## src/rtl/tpt_pkg.sv

```systemverilog
package tpt_pkg;

    localparam int NCMP = 2;
    localparam int AW   = 3;

    typedef enum logic [AW-1:0] {
        A_CARRIER_CTL = 3'd0,
        A_SAW_CTL     = 3'd1,
        A_CYCLE       = 3'd2,
        A_CMP_A       = 3'd3,
        A_CMP_B       = 3'd4
    } reg_addr_e;

    // bit 0 run, bit 1 tune, bit 2 trigger A enable, bit 3 trigger B enable
    typedef struct packed {
        logic trg_b;
        logic trg_a;
        logic tune;
        logic run;
    } saw_ctl_t;

    function automatic logic addr_hit(input logic we, input logic [AW-1:0] a, input int sel);
        return we && (a == AW'(sel));
    endfunction

endpackage

```

## src/rtl/tpt_regs.sv

```systemverilog
module tpt_regs
    import tpt_pkg::*;
#(
    parameter int W = 16
) (
    input  logic                      clk,
    input  logic                      rst,
    input  logic                      wr_en,
    input  logic [AW-1:0]             wr_addr,
    input  logic [W-1:0]              wr_data,
    input  logic                      valley,
    output logic                      c_run,
    output saw_ctl_t                  sctl,
    output logic                      c_start,
    output logic                      s_start,
    output logic [W-1:0]              cyc_act,
    output logic [NCMP-1:0][W-1:0]    cmp_act
);

    logic           wr_c, wr_s, wr_cyc, reload;
    logic [W-1:0]   cyc_buf;

    always_comb begin
        wr_c    = addr_hit(wr_en, wr_addr, int'(A_CARRIER_CTL));
        wr_s    = addr_hit(wr_en, wr_addr, int'(A_SAW_CTL));
        wr_cyc  = addr_hit(wr_en, wr_addr, int'(A_CYCLE));
        c_start = wr_c && wr_data[0] && !c_run;
        s_start = c_start || (wr_s && wr_data[0] && !c_run && !sctl.run);
        reload  = !c_run || valley;
    end

    always_ff @(posedge clk) begin
        if (rst) begin
            c_run   <= 1'b0;
            sctl    <= '0;
            cyc_buf <= '0;
            cyc_act <= '0;
        end else begin
            if (wr_c)
                c_run <= wr_data[0];
            if (wr_s && !c_run) begin
                sctl.run   <= wr_data[0];
                sctl.trg_a <= wr_data[2];
                sctl.trg_b <= wr_data[3];
                if (!sctl.run)
                    sctl.tune <= wr_data[1];
            end
            if (wr_cyc)
                cyc_buf <= wr_data;
            if (reload)
                cyc_act <= cyc_buf;
        end
    end

    for (genvar i = 0; i < NCMP; i++) begin : g_cmp_reg
        logic         wr_i;
        logic [W-1:0] pend, act;
        assign wr_i       = addr_hit(wr_en, wr_addr, int'(A_CMP_A) + i);
        assign cmp_act[i] = act;
        always_ff @(posedge clk) begin
            if (rst) begin
                pend <= '0;
                act  <= '0;
            end else begin
                if (wr_i)
                    pend <= wr_data;
                if (!sctl.tune) begin
                    if (wr_i)
                        act <= wr_data;
                end else if (reload) begin
                    act <= pend;
                end
            end
        end
    end

    // sawtooth control is locked while the carrier runs
    assert_saw_ctl_locked_R7: assert property (@(posedge clk) disable iff (rst)
        c_run |=> sctl == $past(sctl));

    // tune bit frozen while anything runs
    assert_tune_frozen_R8: assert property (@(posedge clk) disable iff (rst)
        (c_run || sctl.run) |=> sctl.tune == $past(sctl.tune));

endmodule

```

## src/rtl/tpt_carrier.sv

```systemverilog
module tpt_carrier #(
    parameter int W = 16
) (
    input  logic         clk,
    input  logic         rst,
    input  logic         run,
    input  logic         start,
    input  logic [W-1:0] cyc,
    output logic [W-1:0] cnt,
    output logic         down,
    output logic         peak,
    output logic         valley
);

    localparam logic [W-1:0] ONE = W'(1);

    logic [W:0] cyc_p1;

    always_comb begin
        cyc_p1 = {1'b0, cyc} + {{W{1'b0}}, 1'b1};
        peak   = run && down && ({1'b0, cnt} == cyc_p1);
        valley = run && down && (cnt == ONE);
    end

    always_ff @(posedge clk) begin
        if (rst || start) begin
            cnt  <= '0;
            down <= 1'b0;
        end else if (run) begin
            if (!down) begin
                cnt <= cnt + ONE;
                if (cnt == cyc)
                    down <= 1'b1;
            end else begin
                cnt <= cnt - ONE;
                if (cnt == ONE)
                    down <= 1'b0;
            end
        end
    end

    // a running carrier changes value every clock
    assert_carrier_moves_R2: assert property (@(posedge clk) disable iff (rst)
        run |=> cnt != $past(cnt));

    // never above the turnaround value
    assert_carrier_bound_R2: assert property (@(posedge clk) disable iff (rst)
        run |-> {1'b0, cnt} <= cyc_p1);

    // a stopped carrier holds still
    assert_carrier_hold_R11: assert property (@(posedge clk) disable iff (rst)
        (!run && !start) |=> $stable(cnt));

endmodule

```

## src/rtl/tpt_saw.sv

```systemverilog
module tpt_saw #(
    parameter int W = 16
) (
    input  logic         clk,
    input  logic         rst,
    input  logic         run,
    input  logic         clr,
    input  logic [W-1:0] lim,
    output logic [W-1:0] cnt
);

    always_ff @(posedge clk) begin
        if (rst || clr)
            cnt <= '0;
        else if (run)
            cnt <= (cnt == lim) ? '0 : cnt + W'(1);
    end

    // the ramp restarts from zero after reaching its limit
    assert_saw_wrap_R3: assert property (@(posedge clk) disable iff (rst)
        (run && cnt == lim) |=> cnt == '0);

    // a stopped sawtooth holds still
    assert_saw_hold_R11: assert property (@(posedge clk) disable iff (rst)
        (!run && !clr) |=> $stable(cnt));

endmodule

```

## src/rtl/tpt_cmp.sv

```systemverilog
module tpt_cmp
    import tpt_pkg::*;
#(
    parameter int W = 16
) (
    input  logic                   run,
    input  logic                   tune,
    input  logic [W-1:0]           cnt,
    input  logic [NCMP-1:0][W-1:0] cmp_act,
    input  logic [NCMP-1:0]        trg_en,
    output logic [NCMP-1:0]        hit,
    output logic [NCMP-1:0]        trig
);

    for (genvar i = 0; i < NCMP; i++) begin : g_cmp
        assign hit[i]  = run && (cnt == cmp_act[i]);
        assign trig[i] = hit[i] && tune && trg_en[i];
    end

endmodule

```

## src/rtl/tri_pwm_timer.sv

```systemverilog
module tri_pwm_timer
    import tpt_pkg::*;
#(
    parameter int W = 16
) (
    input  logic              clk,
    input  logic              rst,
    input  logic              wr_en,
    input  logic [AW-1:0]     wr_addr,
    input  logic [W-1:0]      wr_data,
    output logic [W-1:0]      carrier_cnt,
    output logic              carrier_down,
    output logic              peak_pulse,
    output logic              valley_pulse,
    output logic              carrier_run,
    output logic [W-1:0]      saw_cnt,
    output logic              saw_run,
    output logic [NCMP-1:0]   cmp_hit,
    output logic [NCMP-1:0]   adc_trig
);

    saw_ctl_t                 sctl;
    logic                     c_start, s_start;
    logic [W-1:0]             cyc_act, saw_lim;
    logic [NCMP-1:0][W-1:0]   cmp_act;

    tpt_regs #(.W(W)) u_regs (
        .clk     (clk),
        .rst     (rst),
        .wr_en   (wr_en),
        .wr_addr (wr_addr),
        .wr_data (wr_data),
        .valley  (valley_pulse),
        .c_run   (carrier_run),
        .sctl    (sctl),
        .c_start (c_start),
        .s_start (s_start),
        .cyc_act (cyc_act),
        .cmp_act (cmp_act)
    );

    tpt_carrier #(.W(W)) u_carrier (
        .clk    (clk),
        .rst    (rst),
        .run    (carrier_run),
        .start  (c_start),
        .cyc    (cyc_act),
        .cnt    (carrier_cnt),
        .down   (carrier_down),
        .peak   (peak_pulse),
        .valley (valley_pulse)
    );

    always_comb begin
        saw_run = sctl.run && (sctl.tune ? carrier_run : 1'b1);
        saw_lim = sctl.tune ? cyc_act : cmp_act[0];
    end

    tpt_saw #(.W(W)) u_saw (
        .clk (clk),
        .rst (rst),
        .run (saw_run),
        .clr (s_start),
        .lim (saw_lim),
        .cnt (saw_cnt)
    );

    tpt_cmp #(.W(W)) u_cmp (
        .run     (saw_run),
        .tune    (sctl.tune),
        .cnt     (saw_cnt),
        .cmp_act (cmp_act),
        .trg_en  ({sctl.trg_b, sctl.trg_a}),
        .hit     (cmp_hit),
        .trig    (adc_trig)
    );

    // linked sawtooth equals the carrier on every rising half
    assert_linked_track_R3: assert property (@(posedge clk) disable iff (rst)
        (saw_run && sctl.tune && !carrier_down) |-> saw_cnt == carrier_cnt);

    // peak only while descending
    assert_peak_down_R4: assert property (@(posedge clk) disable iff (rst)
        peak_pulse |-> carrier_down && carrier_run);

endmodule

```

## config.mk

```make
export PLATFORM = sky130hd
export DESIGN_NAME = tri_pwm_timer
export DESIGN_NICKNAME = d
export VERILOG_FILES = /design/src/rtl/tpt_pkg.sv /design/src/rtl/tpt_regs.sv /design/src/rtl/tpt_carrier.sv /design/src/rtl/tpt_saw.sv /design/src/rtl/tpt_cmp.sv /design/src/rtl/tri_pwm_timer.sv
export SDC_FILE = /design/constraint.sdc
export NUM_CORES = 1
export LEC_CHECK = 0
export BUFFER_PORTS_ARGS = -buffer_cell sky130_fd_sc_hd__buf_2
export CORE_MARGIN = 3
export CORE_UTILIZATION = 49
export DETAILED_ROUTE_END_ITERATION = 16
export HOLD_SLACK_MARGIN = 0.15
export PLACE_DENSITY = 0.67
export SYNTH_ARGS = -nofsm -noshare
export SYNTH_HDL_FRONTEND = slang
export SYNTH_SLANG_ARGS = --single-unit
```

## constraint.sdc

```tcl
create_clock -name clk -period 2.65 [get_ports clk]
set_input_delay 0.1325 -clock clk [delete_from_list [all_inputs] [get_ports clk]]
set_output_delay 0.1325 -clock clk [all_outputs]
set_load 0.005 [all_outputs]
```

==> results of run 1 <==
## layout by cell type (no fill, tap or decap), types with 3 or more instances in the layout
cell           netlist  layout
nor2_1              64      63
or3_1                3       3
buf_2                7      61
nand2_1            252     252
clkinv_2             0       4
nand3_1             17      17
a21oi_1             72      72
clkbuf_16            0      17
and3_1              42      42
and2_1               3       3
a311oi_2             4       4
and4_1               4       3
clkbuf_8             0       3
dfxtp_1            134     124
ha_1                 5       4
xnor2_1             49      49
nand2b_1             5       5
xor2_1              51      51
nor4_1              12      10
o21ai_0             12      12
nand4_1             21      21
buf_4                3      47
a311oi_1            29      29
nand4b_1             3       3
o211ai_1             3       3
o2111ai_1            3       3
mux2i_1             15      15
or4_1                3       3
nor3_1              13      13
inv_1                7       7
dlygate4sd3_1        0      18
clkinv_4             0       3
dfxtp_2              0       8
## layout make-up
class                   instances  area, um^2  share of cell area [%]
repair buffers                127       858.3                   9.997
flip-flops and latches        134        2700                   31.45
inverters                       8       30.03                  0.3498
clock buffers                  21       470.5                   5.479
multi-input cells             718        4179                   48.67
clock inverters                11       122.6                   1.428
well taps                     180       225.2                   2.623
## stage by stage
stage	hold slack (ns)	setup WS (ns)	utilization, %	instances	power, mW
after floorplan	0.2685	0.4660	-	942	2.346
after global routing	0.2281	0.008814	60.68	1199	4.952
final	0.1704	0.1297	60.68	1199	4.815
after detailed placement	0.4226	0.3293	54.80	1148	2.457
after global placement	0.4160	0.3474	54.80	1148	2.453
after CTS	0.1517	0.01249	60.38	1199	4.839
## state kept, by name (all words and copies together) (netlist names), 4 cells and up
name,flops
u_regs.g_cmp.act,32
u_regs.g_cmp.pend,32
u_carrier.cnt,16
u_regs.cyc_act,16
u_regs.cyc_buf,16
u_saw.cnt,16
u_regs.sctl,4
## worst paths after layout
kind                            depth (start not counted)                          end  slack [ns]
worst min-delay path                                    4                 u_regs.c_run        0.17
worst max register to register                          9  u_regs.g_cmp_reg[0].act[13]        0.32
worst max-delay path                                    7                   peak_pulse        0.13
worst min register to register                          2            u_regs.cyc_act[2]        0.45
## repair_timing
item | 4_1_cts | 5_1_grt
setup buffers | 1 | 0
hold buffers | 18 | 0
gates resized for setup | 3 | 14
endpoints found under the setup margin | 1 | 3
pin swaps | 1 | 1
hold endpoints to repair | 69 | 0
cloned | 0 | 0
## worst max-delay path, stage by stage, from the launching register on
cell and delay, ns:
dfxtp_2 0.40, and4_2 0.30, nand4_1 0.17, or3_1 0.37, a21boi_0 0.19, o2111ai_1 0.13
nor4_1 0.22, buf_2 0.17
## cells by family after synthesis
logic type / after synthesis / synth area share [%]
adder cells (fa/ha/maj): 5 / 0.8663
buffers and inverters: 90 / 5.579
multiplexers: 15 / 2.079
XOR/XNOR: 100 / 12.13
flip-flops: 134 / 37.14
AND/OR/NAND/NOR: 456 / 28.97
AO/OA/AOI/OAI: 142 / 13.24
## layer usage
layer | share of wire [%] | vias up
li1 | - | 3350
met1 | 45 | 3234
met2 | 45 | 322
met3 | 8.3 | 35
met4 | 1.8 | 0
met5 | 0 | -
## power by group
group          leakage, nW  switching [mW]  total (mW)  internal [mW]
Combinational         1.85           0.200       0.341          0.141
Clock                0.293           0.913        2.37           1.46
Sequential            1.09          0.0453        2.10           2.06
==> impl_metrics.json, run 1 <==
{
  "status": "finished, final reports clean",
  "tns_ns": 0,
  "die_w_um": 127.4,
  "timing.rr.start": "u_carrier.cnt[1]",
  "first_iter_violations": 665,
  "grt_max_degree": 67,
  "num_antenna_cells": 0,
  "p_leak_nw": 3.230,
  "synthFlopType": "dfxtp_1",
  "dieArea_um2": 16230,
  "ys_ff_latch": 134,
  "gr-usage-met3_pct": 6.773,
  "path_clk_slew_ns": 0.06,
  "track_usage_pct": 27.12,
  "num_io_pins": 63,
  "dieHeight_um": 127.4,
  "syn_nets": 969,
  "dp_hpwl_um": 14910,
  "place_area_um2": 7754,
  "drv_cap": 0,
  "worst_ir_drop_vdd_mv": 0.4236,
  "path_class": "reg2out",
  "hold_path_class": "in2reg",
  "final_cell_area_um2": 8586,
  "syn_area_per_cell_um2": 7.667,
  "fin_worst_skew_ns": 0.005921,
  "slew_violations": 0,
  "use_met2_pct": 41.75,
  "grt_pass1_vias": 6294,
  "cts-buffers-inserted": 17,
  "power_density_nw_per_um2": 560.8,
  "dr_total_vias": 6941,
  "yosysTopAreaCell": "dfxtp_1",
  "gr-usage-met1_pct": 37.58,
  "antenna_found_initial": 0,
  "nets": 1033,
  "netlist_instances": 942,
  "cp-start-kind": "flop",
  "antenna_left": 0,
  "hold_violations": 0,
  "gr-total-overflow": 0,
  "drc_errors": 0,
  "synth_edf_count": 0,
  "clock_sinks": 134,
  "port_buffers": 62,
  "yosysSeqAreaShare_pct": 37.14,
  "cp.arrival_ns": 2.39,
  "synth-async-reset-ratio_pct": 0,
  "setup_viol": 0,
  "grt_pass1_wl_um": 34560,
  "firstDrtPassIters": 6,
  "start_util_pct": 51.04,
  "htreeDepth": 4,
  "worstSetupStartpoint": "u_regs.cyc_act[4]",
  "core-area_um2": 14150,
  "top_usage_layer": "met2",
  "num_rows": 43,
  "insertion_delay_ns": 0.43,
  "via_per_inst": 5.789,
  "yosysMostFrequentCell": "nand2_1",
  "nFillCells": 1293,
  "ys_top_cells_by_area": "dfxtp_1, nand2_1, xor2_1, xnor2_1, a21oi_1",
  "gp_congestion": 0.9261,
  "routedWlPerCell_um": 18.21,
  "max_freq_mhz": 396.8,
  "end_kind": "output port",
  "synth.distinct_cells": 60,
  "fin_crit_ns": 2.520,
  "synth_warnings": 0,
  "hold_start": "wr_addr[0]",
  "syn_area_um2": 7222,
  "fin_crit_sh_pct": 95.10,
  "routed_wl_um": 21840,
  "worst_slew_pin_slew_ns": 0.9683,
  "drive_gt1_share_pct": 16.39,
  "maxSlewHeadroom_pct": 35.30,
  "root_buffer": "clkbuf_16",
  "clockBufferDepth": 2,
  "required_ns": 2.52,
  "syn2layout_area_growth_pct": 18.88,
  "yosys-top-cells-count": "nand2_1, dfxtp_1, a21oi_1",
  "synthDominantCellAreaShare_pct": 37.14,
  "cts_tree": "yes",
  "path_max_fanout": 6,
  "grt_setup_unrepaired": "no"
}
Power figures use the tool's default switching activity.
==> inputs of run 2 (changes only) <==
Settings changed: PLACE_DENSITY 0.67 to 0.66, SLEW_MARGIN set to 20, SYNTH_HIERARCHICAL set to 1.
==> run 2 against run 1 <==
  * Combinational power fell by 5%
  * Sequential power barely moved
  * Worst setup slack got worse by 0.044 ns
  * Total power fell by 1.1%
  * Largest cell class unchanged
  * Largest power group unchanged
==> impl_metrics.json, run 2 <==
{
  "via_per_inst": 6.014,
  "routed_wl_um": 21980,
  "setup_viol": 0,
  "firstDrtPassIters": 6,
  "ys_top_cells_by_area": "dfxtp_1, nand2_1, xnor2_1, mux2i_1, a21oi_1",
  "tns_ns": 0,
  "dr_total_vias": 6904,
  "synth_warnings": 6,
  "crit_buf_inv": 1,
  "crit_chain": "ha_4, nand2_1, or4_4, mux2_2, mux2i_2, nor4_2, buf_2",
  "drive_gt1_share_pct": 19.09,
  "dieHeight_um": 130.6,
  "final_cell_mix": "nand2_1, dfxtp_1, a21oi_1",
  "crit_slowest_cell": "or4_4",
  "timing.rr.start": "u_carrier/cnt[2]",
  "core-area_um2": 14860,
  "critical_path_depth": 7,
  "port_buffers": 62,
  "cts_tree": "yes",
  "syn_nets": 906,
  "final_common_cell": "nand2_1",
  "maxSlewHeadroom_pct": 47.14,
  "clock_sinks": 134,
  "cp-start-kind": "flop",
  "gp_congestion": 0.9369,
  "gr-total-overflow": 0,
  "antenna_left": 0,
  "yosysSeqAreaShare_pct": 35.27,
  "routedWlPerCell_um": 19.15,
  "syn2layout_area_growth_pct": 17.32,
  "yosys-top-cells-count": "nand2_1, dfxtp_1, a21oi_1",
  "slowest_delay_ns": 0.58,
  "htreeDepth": 4,
  "worstRegToRegCells": 7,
  "max_freq_mhz": 389.9,
  "track_usage_pct": 25.83,
  "worst_ir_drop_vdd_mv": 0.5352,
  "hold_start": "wr_addr[1]",
  "fin_cells": 1148,
  "synth_edf_count": 0,
  "numPlacedInstances": 1096,
  "cts-buffers-inserted": 17,
  "required_ns": 2.52,
  "dieArea_um2": 17050,
  "num_rows": 44,
  "min_path_cells": 3,
  "reg2reg_setup_slack_ns": 0.16,
  "syn_area_um2": 7606,
  "fin_worst_skew_ns": 0.01128,
  "end_kind": "output port",
  "worst_slew_pin_slew_ns": 0.7884,
  "first_iter_violations": 597,
  "synthDominantCellAreaShare_pct": 35.27,
  "slew_violations": 0,
  "path_clk_slew_ns": 0.06,
  "syn_area_per_cell_um2": 8.653,
  "reg_top3": "u_regs/g_cmp.act: 32 flops, u_regs/g_cmp.pend: 32 flops",
  "num_antenna_cells": 0,
  "status": "finished, final reports clean",
  "cp.arrival_ns": 2.43,
  "path_class": "reg2out",
  "drc_errors": 0,
  "start_util_pct": 51.17,
  "p_leak_nw": 3.518,
  "path_max_fanout": 5,
  "grt_pass1_vias": 6284,
  "insertion_delay_ns": 0.42,
  "grt_max_degree": 48,
  "nFillCells": 1308,
  "hold_slack_ns": 0.2292,
  "drv_cap": 0,
  "fin_crit_ns": 2.565,
  "synthFlopType": "dfxtp_1",
  "clockBufferDepth": 2,
  "netlist_instances": 879,
  "num_io_pins": 63,
  "synth.distinct_cells": 71,
  "power_density_nw_per_um2": 533.5,
  "die_w_um": 130.6,
  "fin_crit_sh_pct": 96.78,
  "hold_path_class": "in2reg",
  "r2r_end": "u_regs/g_cmp_reg[1].act[15]",
  "hold_violations": 0,
  "nets": 978,
  "yosysTopAreaCell": "dfxtp_1",
  "critical_path.top_delay_family": "simple AND/OR/NAND/NOR gates",
  "synth-async-reset-ratio_pct": 0,
  "whs_endpoint": "u_regs/sctl[1]",
  "ys_ff_latch": 134,
  "grt_pass1_wl_um": 34490,
  "root_buffer": "clkbuf_16",
  "yosysMostFrequentCell": "nand2_1",
  "antenna_found_initial": 0,
  "dp_hpwl_um": 14900
}
run 2: cell types whose count changed in the layout (fill, tap and decap cells not counted), moves of 12 or more:
cell / change
or4b_1: +29
a311oi_1: -29
and3_1: -36
xor2_1: -20
o221ai_1: +32
mux2i_1: +26
nand2_1: -101
nor2_1: -21
xnor2_1: +12
run 2: how the worst max path moves through the flow:
stage | to | startpoint
after floorplan | u_regs/g_cmp_reg[1].act[0] | u_carrier/cnt[4]
after detailed placement | u_regs/g_cmp_reg[1].act[12] | u_carrier/cnt[2]
final | peak_pulse | u_regs/cyc_act[0]
after CTS | peak_pulse | u_regs/cyc_act[2]
after global placement | u_regs/g_cmp_reg[0].act[6] | u_carrier/cnt[2]
after global routing | peak_pulse | u_regs/cyc_act[0]
run 2: per-layer routing:
| metal | global-route usage [%] | routed length, um |
|---|---|---|
| met5 | 0 | 0 |
| met4 | 6.836 | 284 |
| met3 | 4.919 | 1268 |
| met2 | 40.53 | 10080 |
| met1 | 36.61 | 10360 |
run 2: cells by family after synthesis:
logic type,count (synthesis),share of synthesized area (%)
xor+xnor,93,10.81
simple gates,373,27.90
compound gates,137,11.58
buf+inv,78,5.132
fa+ha+maj,5,0.8225
flops,134,35.27
mux,59,8.488
run 2: power breakdown:
part | switching (mW) | internal [mW] | total (mW) | leakage [nW]
combinational | 0.188 | 0.135 | 0.323 | 2.14
clock | 0.890 | 1.46 | 2.35 | 0.287
sequential | 0.0372 | 2.05 | 2.08 | 1.09
total | 1.11 | 3.65 | 4.76 | 3.52
run 2: worst min-delay path, delay by kind of cell:
kind	cells	cell delay [ns]
buf+inv	1	0.24
mux	1	0.11
simple gates	1	0.11
run 2: layout make-up:
cell class	instances	area, um^2	share of cell area (%)
clock inverter	10	120.1	1.346
inverter	12	45.04	0.5048
tap	184	230.2	2.580
clock buffer	22	474.2	5.314
sequential	134	2695	30.20
timing repair buffer	119	795.8	8.918
multi-input combinational	667	4563	51.14
run 2: timing repair:
action	CTS	global route
pin swaps	1	2
endpoints found under the setup margin	1	1
resized for setup	3	9
hold buffers	17	0
endpoints found under the hold margin	53	0
buffers inserted	0	3
run 2: through the flow:
| stage | setup slack [ns] | instance area (um^2) | total power [mW] | util [%] |
|---|---|---|---|---|
| 2_1_floorplan | 0.01497 | 7606 | 2.325 | - |
| 3_3_place_gp | 0.2432 | 8098 | 2.423 | 54.48 |
| 3_5_place_dp | 0.1917 | 8098 | 2.425 | 54.48 |
| 4_1_cts | 0.03367 | 8866 | 4.791 | 59.65 |
| 5_1_grt | -0.001883 | 8924 | 4.924 | 60.03 |
| 6_report | 0.08526 | 8924 | 4.760 | 60.03 |
==> inputs of run 3 (changes only) <==
Settings changed: PLACE_DENSITY 0.66 to 0.69.
Clock period 2.65 ns to 2.05 ns, I/O delays scaled along.
==> run 3 against run 2 <==
  * Global-route usage up 1.3 points
  * First-iteration DRC count up 9.9%
  * Largest power group unchanged
  * Sequential share of layout area down 2.1 points
  * Cell area up 8.8%
  * The run now ends with setup timing left
  * Wire length up 7.3%
==> impl_metrics.json, run 3 (synthesis results as in run 2) <==
{
  "netSwitchingFraction_pct": 22.86,
  "via_per_inst": 6.042,
  "nets": 1026,
  "grt_max_degree": 54,
  "fin_crit_ns": 2.396,
  "p_clk_share_pct": 49.8,
  "first_iter_violations": 656,
  "slew_violations": 0,
  "path_class": "reg2out",
  "num_antenna_cells": 0,
  "setup_viol": 51,
  "firstDrtPassIters": 5,
  "p_leak_nw": 3.904,
  "clock_sinks": 134,
  "setup_ws_ns": -0.3459,
  "crit_buf_inv": 2,
  "worst_ir_drop_vdd_mv": 0.6066,
  "routed.top_layer": "met4",
  "antenna_found_initial": 0,
  "port_buffers": 62,
  "hold_path_class": "in2reg",
  "pwr-share-comb_pct": 7.7,
  "path_max_fanout": 2,
  "gp_congestion": 0.9456,
  "grt_setup_unrepaired": "yes",
  "drc_errors": 0,
  "fin_crit_sh_pct": 116.9,
  "hold_slack_ns": 0.1654,
  "drive_gt1_share_pct": 29.41,
  "grt_pass1_vias": 6603,
  "max_freq_mhz": 417.4,
  "num_io_pins": 63,
  "core-area_um2": 14860,
  "end_kind": "output port",
  "dieArea_um2": 17050,
  "required_ns": 1.95,
  "root_buffer": "clkbuf_16",
  "routedWlPerCell_um": 19.75,
  "grt_pass1_wl_um": 36150,
  "num_rows": 44,
  "dp_hpwl_um": 15750,
  "reg_top3": "u_regs/g_cmp.act: 32 flops, u_regs/g_cmp.pend: 32 flops",
  "slowest_delay_ns": 0.51,
  "maxSlewHeadroom_pct": 64.69,
  "worst_slew_pin_slew_ns": 0.5297,
  "gr-total-overflow": 0,
  "cts_tree": "yes",
  "routed_wl_um": 23580,
  "dp_slack_ns": -0.2440,
  "antenna_left": 0,
  "die_w_um": 130.6,
  "tns_ns": -13.86,
  "power_frac_seq_pct": 42.4,
  "insertion_delay_ns": 0.42,
  "violations": "setup timing",
  "power.internal_mw": 4.885,
  "critical_path.top_delay_family": "simple AND/OR/NAND/NOR gates",
  "dieHeight_um": 130.6,
  "syn2layout_area_growth_pct": 27.62,
  "power_density_nw_per_um2": 652.4,
  "met1_length_um": 10530,
  "wl_met3_um": 1605,
  "clockBufferDepth": 2,
  "switchingPower_mw": 1.447,
  "post-route-util_pct": 65.30,
  "htreeDepth": 4,
  "dr_total_vias": 7214,
  "final_common_cell": "nand2_1",
  "start_util_pct": 51.17,
  "path_clk_slew_ns": 0.05,
  "cts-buffers-inserted": 17,
  "fin_worst_skew_ns": 0.007519,
  "crit_slowest_cell": "or4_4",
  "numPlacedInstances": 1139,
  "crit_chain": "ha_4, buf_6, nand2_4, or4_4, mux2_4, mux2i_2, nor4_2, buf_2",
  "cp.arrival_ns": 2.29,
  "fin_cells": 1194,
  "cp-start-kind": "flop",
  "status": "complete, but fails checks",
  "dr_wl_met2_um": 10960,
  "track_usage_pct": 27.14,
  "final_cell_mix": "nand2_1, dfxtp_1, buf_4",
  "hold_violations": 0,
  "drv_cap": 0
}
run 3: path summary, 6_finish.rpt:
check | from | slack (ns) | depth (start not counted) | to
setup / recovery | u_regs/cyc_act[0] | -0.35 | 8 | peak_pulse
hold / removal | rst | 0.17 | 2 | u_regs/c_run
setup reg to reg | u_carrier/cnt[2] | -0.33 | 7 | u_regs/g_cmp_reg[0].act[9]
hold reg to reg | u_regs/cyc_buf[4] | 0.46 | 2 | u_regs/cyc_buf[4]
run 3: cell type report:
class                           count  area [um^2]
Fill cell                        1228         5157
Multi-Input combinational cell    667         4802
Sequential cell                   134         2724
Timing Repair Buffer              167         1299
Clock buffer                       22        484.2
Tap cell                          184        230.2
Clock inverter                      8        122.6
Inverter                           12        45.04
run 3: stage by stage:
stage | instance area (um^2) | total power, mW
floorplan | 7690 | 3.010
global placement | 8504 | 3.160
detailed placement | 8504 | 3.166
CTS | 9480 | 6.338
global route | 9707 | 6.518
finish | 9707 | 6.332
run 3: metal layers:
| layer | track usage (%) | up-vias |
|---|---|---|
| li1 | - | 3391 |
| met1 | 38.26 | 3503 |
| met2 | 40.74 | 286 |
| met3 | 5.650 | 34 |
| met4 | 10.65 | 0 |
| met5 | 0 | - |
run 3: worst reg2reg max path, stage by stage, from the launching register on:
cell	delay, ns
dfxtp_2	0.33
or4b_4	0.54
or4_4	0.45
nor3_4	0.15
nand2b_4	0.24
clkbuf_16	0.21
mux2i_1	0.19
o221ai_1	0.13
run 3: what timing repair did:
item | 4_1_cts | 5_1_grt
endpoints found under the hold margin | 55 | 0
pin swaps | 6 | 21
cloned | 0 | 3
resized for setup | 40 | 46
setup buffers | 6 | 2
setup endpoints to repair | 70 | 73
hold buffers | 16 | 0
run 3: power groups by stage:
stage / combinational [mW] / clock [mW] / sequential, mW
after floorplan: 0.277 / 0 / 2.73
after global placement: 0.418 / 0 / 2.74
after detailed placement: 0.422 / 0 / 2.74
after CTS: 0.463 / 3.19 / 2.69
after global routing: 0.525 / 3.30 / 2.69
final: 0.489 / 3.16 / 2.69
